==> config.mk <==
export PLATFORM = sky130hd
export DESIGN_NAME = periph_clk_gate
export DESIGN_NICKNAME = d
export VERILOG_FILES = /design/src/rtl/pcg_pkg.sv /design/src/rtl/pcg_ctrl_reg.sv /design/src/rtl/pcg_suspend_fsm.sv /design/src/rtl/pcg_rate_div.sv /design/src/rtl/periph_clk_gate.sv
export SDC_FILE = /design/constraint.sdc
export NUM_CORES = 1
export LEC_CHECK = 0
export CAP_MARGIN = 10
export CORE_UTILIZATION = 45
export CTS_BUF_LIST = sky130_fd_sc_hd__clkbuf_8
export DETAILED_ROUTE_END_ITERATION = 6
export PLACE_DENSITY = 0.73
export SLEW_MARGIN = 25
export SYNTH_ARGS = -nofsm -noshare
export SYNTH_HDL_FRONTEND = slang
export SYNTH_SLANG_ARGS = --single-unit
==> constraint.sdc <==
create_clock -name clk -period 2.8 [get_ports clk]
set_input_delay 0.84 -clock clk [delete_from_list [all_inputs] [get_ports clk]]
set_output_delay 0.84 -clock clk [all_outputs]
set_load 0.01 [all_outputs]
==> src/rtl/pcg_pkg.sv <==
package pcg_pkg;
  typedef enum logic [1:0] {
    ST_RUN   = 2'd0,
    ST_DRAIN = 2'd1,
    ST_HALT  = 2'd2
  } susp_st_e;

  localparam int B_SEN   = 0;
  localparam int B_FAST  = 1;
  localparam int B_GUARD = 2;
  localparam int B_STAT  = 3;
  localparam int B_DIV   = 4;
endpackage

==> src/rtl/pcg_ctrl_reg.sv <==
module pcg_ctrl_reg #(
  parameter int DIV_W = 8
) (
  input  logic             clk,
  input  logic             rst_n,
  input  logic             wr_en,
  input  logic             wr_guard,
  input  logic             wr_fast,
  input  logic             wr_sen,
  input  logic [DIV_W-1:0] wr_div,
  output logic             sen_q,
  output logic             fast_q,
  output logic [DIV_W-1:0] div_q
);
  logic             sen_d, fast_d;
  logic [DIV_W-1:0] div_d;

  always_comb begin
    sen_d  = sen_q;
    fast_d = fast_q;
    div_d  = div_q;
    if (wr_en) begin
      div_d = wr_div;
      if (wr_guard) begin
        sen_d  = wr_sen;
        fast_d = wr_fast;
      end
    end
  end

  always_ff @(posedge clk or negedge rst_n) begin
    if (!rst_n) begin
      sen_q  <= 1'b0;
      fast_q <= 1'b0;
      div_q  <= DIV_W'(1);
    end else begin
      sen_q  <= sen_d;
      fast_q <= fast_d;
      div_q  <= div_d;
    end
  end
endmodule

==> src/rtl/pcg_suspend_fsm.sv <==
module pcg_suspend_fsm
  import pcg_pkg::*;
(
  input  logic clk,
  input  logic rst_n,
  input  logic sen,
  input  logic fast_eff,
  input  logic req,
  input  logic bus_busy,
  input  logic core_busy,
  output logic halted
);
  susp_st_e st_q, st_d;
  logic     active, idle_ok;

  assign active  = sen & req;
  assign idle_ok = ~bus_busy & (fast_eff | ~core_busy);

  always_comb begin
    st_d = st_q;
    unique case (st_q)
      ST_RUN:   if (active) st_d = idle_ok ? ST_HALT : ST_DRAIN;
      ST_DRAIN: if (!active) st_d = ST_RUN;
                else if (idle_ok) st_d = ST_HALT;
      ST_HALT:  if (!active) st_d = ST_RUN;
      default:  st_d = ST_RUN;
    endcase
  end

  always_ff @(posedge clk or negedge rst_n) begin
    if (!rst_n) st_q <= ST_RUN;
    else        st_q <= st_d;
  end

  assign halted = (st_q == ST_HALT);
endmodule

==> src/rtl/pcg_rate_div.sv <==
module pcg_rate_div #(
  parameter int DIV_W = 8
) (
  input  logic             clk,
  input  logic             rst_n,
  input  logic             restart,
  input  logic [DIV_W-1:0] ratio,
  output logic             tick
);
  logic [DIV_W-1:0] cnt_q, cnt_d;
  logic             zero_ratio;

  assign zero_ratio = (ratio == '0);
  assign tick       = ~zero_ratio & (cnt_q == ratio - DIV_W'(1));

  always_comb begin
    if (restart || zero_ratio || tick) cnt_d = '0;
    else                               cnt_d = cnt_q + DIV_W'(1);
  end

  always_ff @(posedge clk or negedge rst_n) begin
    if (!rst_n) cnt_q <= '0;
    else        cnt_q <= cnt_d;
  end
endmodule

==> src/rtl/periph_clk_gate.sv <==
module periph_clk_gate
  import pcg_pkg::*;
#(
  parameter int DIV_W      = 8,
  parameter bit FORCE_FAST = 1'b0,
  localparam int RW        = DIV_W + 4
) (
  input  logic          clk,
  input  logic          rst_n,
  input  logic          reg_we,
  input  logic [RW-1:0] reg_wdata,
  output logic [RW-1:0] reg_rdata,
  input  logic          susp_req,
  input  logic          bus_busy,
  input  logic          core_busy,
  output logic          clk_en,
  output logic          core_en,
  output logic          suspended
);
  logic             sen_q, fast_q, fast_eff, halted, tick;
  logic [DIV_W-1:0] div_q;
  logic             unused_wbit;

  assign unused_wbit = reg_wdata[B_STAT];

  pcg_ctrl_reg #(.DIV_W(DIV_W)) u_reg (
    .clk      (clk),
    .rst_n    (rst_n),
    .wr_en    (reg_we),
    .wr_guard (reg_wdata[B_GUARD]),
    .wr_fast  (reg_wdata[B_FAST]),
    .wr_sen   (reg_wdata[B_SEN]),
    .wr_div   (reg_wdata[B_DIV +: DIV_W]),
    .sen_q    (sen_q),
    .fast_q   (fast_q),
    .div_q    (div_q)
  );

  generate
    if (FORCE_FAST) begin : g_fast_only
      logic unused_fast;
      assign unused_fast = fast_q;
      assign fast_eff    = 1'b1;
    end else begin : g_selectable
      assign fast_eff = fast_q;
    end
  endgenerate

  pcg_suspend_fsm u_fsm (
    .clk       (clk),
    .rst_n     (rst_n),
    .sen       (sen_q),
    .fast_eff  (fast_eff),
    .req       (susp_req),
    .bus_busy  (bus_busy),
    .core_busy (core_busy),
    .halted    (halted)
  );

  pcg_rate_div #(.DIV_W(DIV_W)) u_div (
    .clk     (clk),
    .rst_n   (rst_n),
    .restart (reg_we),
    .ratio   (div_q),
    .tick    (tick)
  );

  assign suspended = halted;
  assign clk_en    = ~halted;
  assign core_en   = tick & ~halted;

  always_comb begin
    reg_rdata                   = '0;
    reg_rdata[B_SEN]            = sen_q;
    reg_rdata[B_FAST]           = fast_q;
    reg_rdata[B_STAT]           = halted;
    reg_rdata[B_DIV +: DIV_W]   = div_q;
  end
endmodule

# == Word-level counts from Yosys, hierarchy flattened ==
# Cells that the tools add are included.
# word_totals
in_bits,18
reg_bits,20
out_inout_bits,15
wordCells,35
# op_classes
n_reduce_logical,6
mux,7
n_eq_ne,6
add_sub_neg,2
bitwise_logic,9
# op_table
operator,count
2-bit two-way mux,5
8-bit by 1-bit adder with 8-bit output (second input constant),1
8-bit equality test,1
8-bit logical NOT,1
8-bit two-way mux,1
8-bit by 1-bit subtractor with 8-bit output (second input constant),1
2-bit case mux with 3 select lines,1
1-bit bitwise AND,4
1-bit inverter,4
3-bit inequality test (second input constant),1
3-bit AND reduction,1
2-bit by 1-bit equality test with 1-bit output (second input constant),1
2-bit equality test (second input constant),1
2-bit logical NOT,1
1-bit logical OR,2
2-bit by 1-bit inequality test with 1-bit output (second input constant),1
2-bit inequality test (second input constant),1
2-bit AND reduction,1
1-bit bitwise OR,1

# == Depth between registers and ports, before layout ==
# Gate-level depths: netlist of run 1.
# depth
depth_word,6
ltp_mapped,7
mapped_depth_nobuf,7

# == Hierarchy ==
# Synthesis of run 1 repeated with hierarchy kept, for this count alone.
# hier_totals
cells_unflattened,124
area_unflattened_um2,1325.0
# modules_own_cells
module,seq_area_each_um2,area_per_inst_um2,n_inst,cells_each
pcg_rate_div,200.2,767.0,1,87
pcg_ctrl_reg,251.5,394.1,1,22
pcg_suspend_fsm,50.0,120.1,1,8
periph_clk_gate,0.0,43.8,1,7

# == Worst setup path before layout of run 1 ==
# Ideal clock, no wire load.
# synth_path
kind,reg2out
from,register u_reg.div_q[0]
to,output core_en
arrival_ps,1949
required_ps,1960
path_stages_with_launch,8
setup_slack_ps,11
path_buffers,0
path_cell_list,dfstp_2 -> inv_1 -> ha_1 -> xor2_1 -> a311oi_1 -> a21oi_1 -> nor3b_4 -> and4_1
# synth_between
elab_chain_cells,4
elab_cells_between_ends,6
cone_classes,add/sub: 1; eq/ne: 1; bitwise: 3; reduce/logical: 1
# synth_rtl
element,line_no,rtl
from (decl),pcg_ctrl_reg.sv:13,output logic [DIV_W-1:0] div_q
from (signal assigned),pcg_ctrl_reg.sv:39,div_q <= div_d;
8-bit by 1-bit subtractor with 8-bit output / 8-bit logical NOT (equally long branches),"pcg_rate_div.sv:14, pcg_rate_div.sv:13",
8-bit equality test / 1-bit inverter (equally long branches),pcg_rate_div.sv:14,assign tick = ~zero_ratio & (cnt_q == ratio - DIV_W'(1));
1-bit bitwise AND (*),pcg_rate_div.sv:14,
1-bit bitwise AND (*),periph_clk_gate.sv:70,assign core_en = tick & ~halted;
to (decl),periph_clk_gate.sv:17,"output logic core_en,"
# Mark *: on every way between the ends. The rest lies on a longest branch, timed or not.

# == Worst setup path after layout of run 1 ==
# Ends and elaborated chain as after synthesis.

==> reports/metrics.csv, run 1 <==
metric,value,unit
status,finished with violations,
violated checks,negative setup slack,
die width,53.8,um
largest stage delay on the critical path,0.54,ns
Achievable Freq,0.345,GHz
Critical Path AT,2.06,ns
HPWL Detailed,2.20,mm
initial antenna violation count,0,
core area,2500,sq um
clock tree buffer depth,2,
Final Skew,0.00682,ns
Die Y,53.8,um
most common cell in the netlist,dfrtp_1,
Crit Path Category,reg2out,
dpl cells,192,
Hold Fails Final Rpt,0,
"Period Utilization, post-route",104,%
register area,502,sq um
gr usage total,23.8,%
first-pass GRT wire length,4.87,mm
final non-filler cell total,196,
ranking of synthesized cells by area,"dfrtp_1 (39%), a311oi_1 (6.5%), xor2_1 (6.5%)",
Main synth FF type,dfrtp_1,
min-delay src,u_fsm.st_q[1],
Worst VDD drop,380,uV
die area,2890,sq um
largest net degree at the start of global routing,21,
Post-Syn Nets,140,
sequential fraction of the synthesis area,41.6,%
PD cells,452,nW/um^2
clock slew at reported path FFs,0.08,ns
area delta synth->final,41.6,%
Worst setup SP type,flip-flop,
Port-buffer cells,30,
Yosys cell types,33,
Post-synth EDFFs,0,
CTS buffer count,3,
commonest cells in the netlist,"dfrtp_1 (19), nand2_1 (11), a311oi_1 (9), xor2_1 (9), inv_1 (8)",
"Max FO, Critical Path",2,
CP cell instances,inv_2 -> buf_4 -> ha_2 -> a311oi_1 -> a21oi_1 -> nor3b_4 -> and4_1 -> buf_2,
CTS tree,done,
cell count after synthesis,119,
Final #Nets,188,
Avg Inst Size Synth,10.1,sq um
Starting Density,48.2,%
row count,18,
synthesized area,1210,sq um
Worst R2R Start,u_reg.div_q[0],
Setup crit end kind,output pin,
Max-Cap Viols,0,
routability congestion estimate,0.865,
diode count,0,
Seq cells post-synth,20,
Clock Latency Late Sink,0.26,ns
Crit path required time,1.96,ns
antenna-violating nets left,0,
CTS sink cnt,20,
Pre-antenna DRT Iters,4,
setup TNS,-0.101,ns
post-synth top area cell,dfrtp_1,
vias in the first global route,1078,
clock tree root driver cell,clkbuf_8,
ys async rst share,100,%
Post-DP Area,1650,sq um
critical path's slowest cell,dfstp_2,
filler cell count,208,
I/O pin count,33,
final critical-path setup slack,-0.101,ns
# DRC,0,
RSZ-0062 raised after global routing,yes,
max-slew violation count,0,
gr ovfl total,0,
cts hold-fix bufs,0,
layout cells sized above 1,23.5,%
via count,1048,
share of the synthesized area in the top cell type,39.4,%
DR iter-0 viols,16,
Design Power,772,uW
worst hold slack,0.454,ns
area of the multi-input gates,637,sq um
final setup vio count,1,
leakage,0.745,nW
worst setup path startpoint,u_reg.div_q[0],
total wire length,2.89,mm
DR WL/cell,14.7,um
synth warn,0,
Final Instance Area,1710,sq um
Min-Delay Path Class,reg2reg,
Vias/cell,5.35,
post-layout min period,2.90,ns
H-tree lvl count,1,
[where the power goes]
group	internal [mW]	switching [mW]	leakage, nW	total (mW)
clock	0.0978	0.0996	0.0269	0.197
sequential	0.312	0.0220	0.253	0.333
combinational	0.134	0.107	0.464	0.241
[metal layers]
layer	up-vias	track usage (%)	routed length (um)
met5	-	0	0
met2	32	37.9	1450
met4	0	8.33	21
met3	4	4.24	115
met1	498	32.2	1300
li1	514	-	-
[kinds of logic (layout without fill, tap and decap cells)]
group,after synthesis,count (layout),share of synthesized area [%]
compound gates,24,24,15.0
xor+xnor,15,15,10.9
fa+ha+maj,3,3,3.11
buf+inv,16,63,6.85
flops,20,20,41.6
mux,6,6,5.60
other cells,1,1,0.311
simple gates,34,34,16.6
[per-stage QoR]
stage	worst slack, ns	utilization (%)
floorplan	0.0112	-
global placement	-0.281	66.0
detailed placement	-0.307	66.0
CTS	-0.111	68.3
global route	-0.196	68.3
finish	-0.101	68.3
[worst max-delay path, delay by kind of cell, from the launching register on]
family	cells	cell delay [ns]
DFF	1	0.54
buffers and inverters	3	0.31
adders and majority gates	1	0.19
and+or+nand+nor	2	0.46
AOI/OAI and AO/OA	2	0.31
[path summary, 6_finish.rpt]
path                                        to  slack (ns)  cells past startpoint
max in group asynchronous       u_reg.div_q[0]        1.61                      2
worst min register to register   u_fsm.st_q[0]        0.45                      1
min in group asynchronous       u_div.cnt_q[7]        0.91                      2
worst max-delay path                   core_en       -0.10                      8
worst max register to register  u_div.cnt_q[7]        0.74                      8
worst min-delay path             u_fsm.st_q[0]        0.45                      1
[placed cells by master (no fill, tap or decap), types with 2 or more instances in the layout]
cell type	Yosys	routed
a311oi_1	9	9
a41o_1	2	2
buf_4	4	20
nor3_1	2	2
nand2b_1	4	4
xor2_1	9	9
nand2_1	11	11
nor2_1	4	4
clkdlybuf4s50_1	0	29
o21ai_1	2	2
a21oi_1	3	3
inv_1	8	8
nand3_1	5	5
dfrtp_1	19	19
mux2_2	6	6
o21ai_0	4	4
xnor2_1	6	6
clkbuf_8	0	3
[flip-flops by register name, indices dropped and copies added, names as in the netlist]
register,count
u_reg.div_q,8
u_reg.sen_q,1
u_fsm.st_q,2
u_reg.fast_q,1
u_div.cnt_q,8
[area by class of cell]
cell class / count / area share, %
Multi-Input combinational cell: 83 / 37.3
Sequential cell: 20 / 29.4
Timing Repair Buffer: 51 / 26.7
Clock buffer: 3 / 2.42
Tap cell: 30 / 2.20
Inverter: 8 / 1.76
Clock inverter: 1 / 0.220
[repair_timing]
action | CTS | global route
pin swaps | 4 | 0
gates resized for setup | 9 | 0
endpoints found under the setup margin | 1 | 1
buffers inserted | 0 | 0
Power figures use the tool's default switching activity.
==> inputs of run 2 (changes only) <==
--- a/config.mk
+++ b/config.mk
@@ -9,7 +9,7 @@
 export CORE_UTILIZATION = 45
 export CTS_BUF_LIST = sky130_fd_sc_hd__clkbuf_8
 export DETAILED_ROUTE_END_ITERATION = 6
-export PLACE_DENSITY = 0.73
+export PLACE_DENSITY_LB_ADDON = 0.12
 export SLEW_MARGIN = 25
 export SYNTH_ARGS = -nofsm -noshare
 export SYNTH_HDL_FRONTEND = slang
==> run 2 against run 1 <==
Against the previous run:
- the run still ends with negative setup slack left
- via count grew 0.48%
- clock power shrank 3%
- sequential share of layout area shrank 0.13 points
- highest routed layer unchanged
==> reports/metrics.csv, run 2 (synthesized netlist as in run 1, its figures left out) <==
metric,value,unit,change
leakage,0.744,nW,about the same
post-layout min period,2.90,ns,-0.00231 ns
PD cells,448,nW/um^2,-0.95%
clock slew at reported path FFs,0.07,ns,about the same
highest layer used for signal routing,met4,,
routability congestion estimate,0.787,,-9.0%
worst hold endpoint,u_fsm.st_q[0],,
dpl cells,190,,-1.0%
setup TNS,-0.0988,ns,+0.00231 ns
H-tree lvl count,1,,unchanged
antenna-violating nets left,0,,unchanged
total wire length,2.71,mm,-6.3%
layout cells sized above 1,24.8,%,+1.4 points
RSZ-0062 raised after global routing,yes,,
row count,18,,unchanged
DR WL/cell,13.9,um,-5.8%
Vias/cell,5.40,,+0.99%
initial antenna violation count,0,,unchanged
WL met2,1.31,mm,-9.6%
vias in the first global route,1044,,-3.2%
cells on worst reg2reg path,8,,unchanged
largest net degree at the start of global routing,21,,unchanged
Worst setup SP type,flip-flop,,
Critical Path AT,2.06,ns,about the same
Crit Path Category,reg2out,,
Pre-antenna DRT Iters,4,,unchanged
Starting Density,48.2,%,unchanged
"Period Utilization, post-route",104,%,about the same
via count,1053,,+0.48%
I/O pin count,33,,unchanged
Final Skew,0.00409,ns,-0.00273 ns
max-slew violation count,0,,unchanged
cell-internal power,544,uW,+0.12%
cts hold-fix bufs,0,,unchanged
final non-filler cell total,195,,-0.51%
Final #Nets,187,,-0.53%
Achievable Freq,0.345,GHz,about the same
"commonest non-fill, non-tap cell in the layout",clkdlybuf4s50_1,,
gr ovfl total,0,,unchanged
core area,2500,sq um,unchanged
Post-DP Area,1630,sq um,-0.91%
Final Instance Area,1720,sq um,+0.44%
wire length on met1,1.23,mm,-5.4%
diode count,0,,unchanged
gr usage total,22.4,%,-1.4 points
die area,2890,sq um,unchanged
most frequent cells in the layout,"clkdlybuf4s50_1 (29), buf_4 (19), dfrtp_1 (19)",,
"Max FO, Critical Path",3,,+1
R2R setup slack,0.76,ns,+0.02 ns
Min-Delay Path Class,reg2reg,,
status,finished with violations,,
Crit path required time,1.96,ns,about the same
Die Y,53.8,um,unchanged
Net Switching,224,uW,-2.0%
Clock Power Share,24.9,%,-0.7 points
Worst VDD drop,307,uV,-19%
clock tree root driver cell,clkbuf_8,,
CTS tree,done,,
Comb pwr share,31.7,%,+0.5 points
first-pass GRT wire length,4.60,mm,-5.7%
# DRC,0,,unchanged
violated checks,negative setup slack,,
die width,53.8,um,unchanged
post-place setup slack,-0.281,ns,+0.0253 ns
Setup crit end kind,output pin,,
DR iter-0 viols,12,,-4
Hold Fails Final Rpt,0,,unchanged
CTS buffer count,3,,unchanged
clock tree buffer depth,2,,unchanged
area delta synth->final,42.2,%,
worst reg2reg endpoint,u_div.cnt_q[2],,
Hold Path Depth,1,,unchanged
Met3 Wirelength,98,um,-15%
Flop pwr share,43.4,%,+0.2 points
final setup vio count,1,,unchanged
HPWL Detailed,2.03,mm,-7.7%
Port-buffer cells,30,,unchanged
Regs by FF count,"u_div.cnt_q x8, u_reg.div_q x8, u_fsm.st_q x2",,
switching share of power,29.2,%,-0.45 points
CTS sink cnt,20,,unchanged
min-delay src,u_fsm.st_q[1],,
Clock Latency Late Sink,0.26,ns,about the same
Worst R2R Start,u_reg.div_q[0],,
final critical-path setup slack,-0.0988,ns,+0.00231 ns
Max-Cap Viols,0,,unchanged
-- run 2: worst max-delay path, cell delays in order (launching register included) --
cell     delay [ns]
dfstp_2        0.55
inv_2          0.05
ha_4           0.16
and2b_1        0.19
buf_6          0.12
a31o_1         0.21
a41o_1         0.21
and4_1         0.18
buf_2          0.14
-- run 2: stage by stage --
step	utilization [%]	hold slack [ns]	total power, mW
final	68.6	0.460	0.768
after floorplan	-	0.424	0.456
after global placement	65.4	0.437	0.563
after detailed placement	65.4	0.451	0.569
after global routing	68.6	0.486	0.816
after CTS	67.5	0.461	0.768
-- run 2: worst max path at each step --
stage                    from       to  slack (ns)  cells past startpoint
5_1_grt        u_reg.div_q[0]  core_en       -0.22                      8
3_5_place_dp   u_reg.div_q[0]  core_en       -0.28                      8
2_1_floorplan  u_reg.div_q[0]  core_en        0.01                      7
4_1_cts        u_reg.div_q[0]  core_en       -0.11                      8
6_report       u_reg.div_q[0]  core_en        -0.1                      8
3_3_place_gp   u_reg.div_q[0]  core_en       -0.28                      8
-- run 2: final cells by class --
type	instances	area, sq um
Clock buffer	3	41.3
Clock inverter	1	3.75
Fill cell	185	785
Inverter	8	30.0
Multi-Input combinational cell	83	652
Sequential cell	20	502
Tap cell	30	37.5
Timing Repair Buffer	50	449
-- run 2: power groups by stage --
| stage | Combinational (mW) | Clock [mW] | Sequential [mW] |
|---|---|---|---|
| after floorplan | 0.110 | 0 | 0.345 |
| after global placement | 0.226 | 0 | 0.337 |
| after detailed placement | 0.231 | 0 | 0.338 |
| after CTS | 0.236 | 0.199 | 0.333 |
| after global routing | 0.266 | 0.213 | 0.337 |
| final | 0.243 | 0.192 | 0.333 |
-- run 2: repair_timing --
item	4_1_cts	5_1_grt
buffers inserted	0	1
pin swaps	2	4
resized for setup	7	5
endpoints found under the setup margin	1	1
-- run 2: metal layers --
metal  up-vias  global-route usage, %
li1        509                      -
met1       509                   28.0
met2        29                   38.3
met3         6                   3.67
met4         0                   7.89
met5         -                      0
